### src/rtl/tcap_pkg.sv
package tcap_pkg;
   typedef enum logic [1:0] {
      TCAP_OFF  = 2'b00,
      TCAP_RISE = 2'b01,
      TCAP_FALL = 2'b10,
      TCAP_ANY  = 2'b11
   } tcap_sel_e;
endpackage

### src/rtl/tcap_sync.sv
// Multi-stage synchronizer with a parallel valid pipeline so that
// reset contents are never mistaken for sampled pin levels.
module tcap_sync #(
   parameter int STAGES = 2
) (
   input  logic clk,
   input  logic rst_n,
   input  logic d_i,
   output logic q_o,
   output logic vld_o
);
   generate
      if (STAGES < 2) begin : g_bad_stages
         $error("tcap_sync: STAGES must be at least 2");
      end
   endgenerate

   logic [STAGES-1:0] dq;
   logic [STAGES-1:0] vq;

   always_ff @(posedge clk or negedge rst_n) begin
      if (!rst_n) begin
         dq <= '0;
         vq <= '0;
      end else begin
         dq <= {dq[STAGES-2:0], d_i};
         vq <= {vq[STAGES-2:0], 1'b1};
      end
   end

   assign q_o   = dq[STAGES-1];
   assign vld_o = vq[STAGES-1];
endmodule

### src/rtl/tcap_filter.sv
// Agreement filter: a level is accepted once LEN consecutive valid
// samples agree on it.
module tcap_filter #(
   parameter int LEN = 2
) (
   input  logic clk,
   input  logic rst_n,
   input  logic lvl_i,
   input  logic vld_i,
   output logic lvl_o,
   output logic vld_o
);
   localparam int HW = LEN - 1;

   generate
      if (LEN < 2) begin : g_bad_len
         $error("tcap_filter: LEN must be at least 2");
      end
   endgenerate

   logic [HW-1:0] hist_d;
   logic [HW-1:0] hist_v;
   logic          agree;

   generate
      if (HW == 1) begin : g_single
         always_ff @(posedge clk or negedge rst_n) begin
            if (!rst_n) begin
               hist_d <= '0;
               hist_v <= '0;
            end else begin
               hist_d <= lvl_i;
               hist_v <= vld_i;
            end
         end
      end else begin : g_multi
         always_ff @(posedge clk or negedge rst_n) begin
            if (!rst_n) begin
               hist_d <= '0;
               hist_v <= '0;
            end else begin
               hist_d <= {hist_d[HW-2:0], lvl_i};
               hist_v <= {hist_v[HW-2:0], vld_i};
            end
         end
      end
   endgenerate

   assign agree = (&{hist_v, vld_i}) &&
                  ((&{hist_d, lvl_i}) || !(|{hist_d, lvl_i}));

   always_ff @(posedge clk or negedge rst_n) begin
      if (!rst_n) begin
         lvl_o <= 1'b0;
         vld_o <= 1'b0;
      end else if (agree) begin
         lvl_o <= lvl_i;
         vld_o <= 1'b1;
      end
   end
endmodule

### src/rtl/tcap_edge.sv
// Registered transition detector with polarity selection. The first
// accepted level after reset only primes the detector.
module tcap_edge
   import tcap_pkg::*;
(
   input  logic      clk,
   input  logic      rst_n,
   input  logic      lvl_i,
   input  logic      vld_i,
   input  tcap_sel_e sel_i,
   output logic      hit_o
);
   logic prev_lvl;
   logic prev_vld;
   logic moved;
   logic rise;
   logic fall;

   always_ff @(posedge clk or negedge rst_n) begin
      if (!rst_n) begin
         prev_lvl <= 1'b0;
         prev_vld <= 1'b0;
      end else begin
         prev_lvl <= lvl_i;
         prev_vld <= vld_i;
      end
   end

   assign moved = vld_i && prev_vld && (lvl_i != prev_lvl);
   assign rise  = moved && lvl_i;
   assign fall  = moved && !lvl_i;

   always_comb begin
      unique case (sel_i)
         TCAP_RISE: hit_o = rise;
         TCAP_FALL: hit_o = fall;
         TCAP_ANY:  hit_o = rise || fall;
         default:   hit_o = 1'b0;
      endcase
   end
endmodule

### src/rtl/tcap_channel.sv
module tcap_channel
   import tcap_pkg::*;
#(
   parameter int CNT_W       = 16,
   parameter int SYNC_STAGES = 2,
   parameter int FILT_LEN    = 2
) (
   input  logic             clk,
   input  logic             rst_n,
   input  logic             pin_i,
   input  logic [CNT_W-1:0] count_i,
   input  logic [1:0]       edge_sel_i,
   input  logic             irq_en_i,
   input  logic             flag_clr_i,
   output logic [CNT_W-1:0] cap_val_o,
   output logic             flag_o,
   output logic             irq_o
);
   generate
      if (CNT_W < 1) begin : g_bad_width
         $error("tcap_channel: CNT_W must be positive");
      end
   endgenerate

   logic             sync_lvl;
   logic             sync_vld;
   logic             filt_lvl;
   logic             filt_vld;
   logic             cap_hit;
   logic [CNT_W-1:0] cap_q;
   logic             flag_q;

   tcap_sync #(.STAGES(SYNC_STAGES)) sync_i (
      .clk   (clk),
      .rst_n (rst_n),
      .d_i   (pin_i),
      .q_o   (sync_lvl),
      .vld_o (sync_vld)
   );

   tcap_filter #(.LEN(FILT_LEN)) filt_i (
      .clk   (clk),
      .rst_n (rst_n),
      .lvl_i (sync_lvl),
      .vld_i (sync_vld),
      .lvl_o (filt_lvl),
      .vld_o (filt_vld)
   );

   tcap_edge edge_i (
      .clk   (clk),
      .rst_n (rst_n),
      .lvl_i (filt_lvl),
      .vld_i (filt_vld),
      .sel_i (tcap_sel_e'(edge_sel_i)),
      .hit_o (cap_hit)
   );

   always_ff @(posedge clk or negedge rst_n) begin
      if (!rst_n) begin
         cap_q <= '0;
      end else if (cap_hit) begin
         cap_q <= count_i;
      end
   end

   always_ff @(posedge clk or negedge rst_n) begin
      if (!rst_n) begin
         flag_q <= 1'b0;
      end else if (cap_hit) begin
         flag_q <= 1'b1;
      end else if (flag_clr_i) begin
         flag_q <= 1'b0;
      end
   end

   assign cap_val_o = cap_q;
   assign flag_o    = flag_q;
   assign irq_o     = flag_q & irq_en_i;
endmodule

### config.mk
export PLATFORM = sky130hd
export DESIGN_NAME = tcap_channel
export DESIGN_NICKNAME = d
export VERILOG_FILES = /design/src/rtl/tcap_pkg.sv /design/src/rtl/tcap_sync.sv /design/src/rtl/tcap_filter.sv /design/src/rtl/tcap_edge.sv /design/src/rtl/tcap_channel.sv
export SDC_FILE = /design/constraint.sdc
export NUM_CORES = 1
export LEC_CHECK = 0
export BUFFER_PORTS_ARGS = -buffer_cell sky130_fd_sc_hd__buf_2
export CORE_MARGIN = 1
export CORE_UTILIZATION = 41
export DETAILED_ROUTE_END_ITERATION = 6
export PLACE_DENSITY = 0.72
export SLEW_MARGIN = 15
export SYNTH_ARGS = -nofsm -noshare
export SYNTH_HDL_FRONTEND = slang
export SYNTH_SLANG_ARGS = --single-unit
### constraint.sdc
create_clock -name clk -period 1.5 [get_ports clk]
set_input_delay 0.3 -clock clk [delete_from_list [all_inputs] [get_ports clk]]
set_output_delay 0.3 -clock clk [all_outputs]
set_load 0.02 [all_outputs]
==> results_dict.tcl <==
set metrics [dict create \
    status "finished, final reports clean" \
    post_cts.repair.setup_buffers 0 \
    fin_crit_sh_pct 96.39 \
    netlist_instances 58 \
    rows 17 \
    yosysTopAreaCellShare_pct 67.00 \
    cts_tree "built" \
    synth.distinct_cells 19 \
    cap_violations 0 \
    mostFrequentLayoutCell "buf_2" \
    hp-start "pin_i" \
    hold_path_class "in -> reg" \
    wl_um 1630 \
    critPathKind "reg -> reg" \
    syn_nets 81 \
    slew_viol_final 0 \
    drt_first_pass_iters 2 \
    die_h_um 51.60 \
    p_leak_uw 0.0006442 \
    final_hold_viol_count 0 \
    grt_antenna_before_repair 0 \
    synth-seq-cells 27 \
    grt.overflow.total 0 \
    finalWeightedCongestion 0.6644 \
    diodes 0 \
    fill_cells 202 \
    cp_cell_sequence "nand2b_4 > a211oi_4 > buf_4 > mux2_4" \
    seqCellArea_um2 676.9 \
    tightest_slew_ns 0.5723 \
    dieArea_um2 2662 \
    maxSlewHeadroom_pct 61.85 \
    grt_first_pass_wirelength_um 2525 \
    numCtsBuffers 3 \
    io-pin-count 41 \
    clock_sinks 27 \
    core_um2 2255 \
    grt_usage_pct 13.72 \
    hold_depth 1 \
    layout_common_cells "buf_2 (40), dfrtp_1 (26), mux2_4 (9), mux2_2 (6), clkbuf_4 (3)" \
    drt_iter0_drc 4 \
    power_density_nw_per_um2 1625 \
    ir_drop_mv 0.8167 \
    cp-end-kind "flip-flop" \
    netlist_top_cells_area "dfrtp_1 (67%), mux2_4 (13%), mux2_2 (6.7%)" \
    yosys.area.top_type "dfrtp_1" \
    worstSetupStartpointType "flip-flop" \
    worst-r2r-cell-count 4 \
    crit_arrival_ns 1.66 \
    setup_violations 0 \
    worstReg2RegEnd "cap_val_o[14]" \
    vias_per_cell 4.659 \
    drive_above_1_share_pct 62.50 \
    setup_ws_ns 0.05419 \
    layout.nets 128 \
    clk_pin_slew_ns 0.13 \
    skew_ns 0.001888 \
    finalCriticalPeriod_ns 1.446 \
    floorplan.initialDensity_pct 44.73 \
    synth_area_per_cell_um2 17.39 \
    ant_nets 0 \
    portBuffers 40 \
    htreeDepth 1 \
    rrSetupSlack_ns 0.05 \
    worstSkewPairLatency_ns 0.31 \
    slowest_delay_ns 0.41 \
    fp.dieW_um 51.60 \
    ys_warn_count 0 \
    power_uw 2088 \
    cp_num_buf_inv 1 \
    area_delta_synth_final_pct 27.42 \
    multi_input_area_um2 317.8 \
    critPathRequiredTime_ns 1.71 \
    wl_per_cell_um 12.35 \
    dpl.hpwl_um 1233 \
    vias 615 \
    hold_end "sync_i.dq[0]" \
    critPathSlowestCell "dfrtp_1" \
    grt_max_degree 28 \
    clock_path_buffers 2 \
    grt_pass1_vias 620 \
    drc_errors 0 \
    cp_top_family "flip-flops" \
    place_ws_ns 0.04452 \
    cts-root-buf "clkbuf_4" \
    fmax_ghz 0.6917 \
    r2r-start "edge_i.prev_lvl" \
    yosysSeqAreaShare_pct 67.00 \
    worstPathMaxFanout 9 \
    syn-cell-area_um2 1008 \
    rsz0062_at_grt "no" \
    hold_ws_ns 0.08094 \
]
synthesized netlist by cell type:
master / number
a211oi_4: 1
a31o_2: 1
and2_1: 1
conb_1: 1
a31oi_1: 1
nor2_1: 1
mux2_1: 1
dfrtp_1: 27
nand2_1: 1
a21oi_2: 1
inv_1: 1
a21o_1: 1
nand2b_4: 1
mux2_4: 9
mux2_2: 6
xnor2_1: 1
a21oi_1: 1
nand3b_1: 1
buf_6: 1
final cells by class:
| cell class | count | area share (%) |
|---|---|---|
| repair buffers | 43 | 17.53 |
| inverters | 1 | 0.2921 |
| clock buffers | 4 | 2.045 |
| multi-input cells | 29 | 24.73 |
| flip-flops and latches | 27 | 52.68 |
| well taps | 28 | 2.726 |
logic make-up (layout without fill, tap and decap cells):
| logic type | Yosys count | after routing | synth area share, % |
|---|---|---|---|
| simple gates | 5 | 5 | 3.474 |
| buf+inv | 2 | 48 | 1.488 |
| other cells | 1 | 1 | 0.3719 |
| xor+xnor | 1 | 1 | 0.8686 |
| compound gates | 6 | 6 | 5.584 |
| flops | 27 | 27 | 67.00 |
| mux | 16 | 16 | 21.22 |
report_power, final:
| group | switching, uW | internal, uW |
|---|---|---|
| registers | 102 | 921 |
| logic | 402 | 366 |
| clock network | 194 | 104 |
| total | 697 | 1390 |
worst max path at each step:
| stage | startpoint | end | slack [ns] | cells past startpoint |
|---|---|---|---|---|
| final | edge_i.prev_lvl | cap_val_o[14] | 0.05 | 4 |
| after global routing | edge_i.prev_lvl | cap_val_o[13] | 0.002 | 4 |
| after CTS | filt_i.lvl_o | cap_val_o[14] | 0.01 | 4 |
| after detailed placement | filt_i.lvl_o | cap_val_o[9] | 0.04 | 4 |
| after global placement | edge_i.prev_lvl | cap_val_o[14] | 0.09 | 4 |
| after floorplan | edge_i.prev_lvl | cap_val_o[10] | -0.02 | 4 |
sequential cells by signal, indices dropped and copies added (netlist names):
signal and count:
edge_i.prev_vld 1, filt_i.lvl_o 1, cap_val_o 16, filt_i.hist_d 1, edge_i.prev_lvl 1, sync_i.dq 2
filt_i.hist_v 1, sync_i.vq 2, flag_o 1, filt_i.vld_o 1
layer usage:
| metal | vias up | GRT usage (%) | routed length (um) |
|---|---|---|---|
| met1 | 294 | 14.01 | 695 |
| met3 | 4 | 2.924 | 115 |
| met4 | 0 | 9.459 | 35 |
| met5 | - | 0 | 0 |
| li1 | 287 | - | - |
| met2 | 30 | 24.68 | 784 |
per-stage QoR:
step	cells	utilization, %	setup TNS, ns	instance area, um^2
final	132	56.99	0	1285
after global routing	132	56.99	0	1285
after CTS	132	56.94	0	1284
after detailed placement	127	55.33	0	1247
after global placement	127	55.33	0	1247
after floorplan	58	-	-0.1794	1008
what timing repair did:
item                       4_1_cts  5_1_grt
setup endpoints to repair        0       16
hold endpoints to repair        27        0
resized for setup                0        1
hold buffers                     1        0
(Power assumes the default switching activity.)
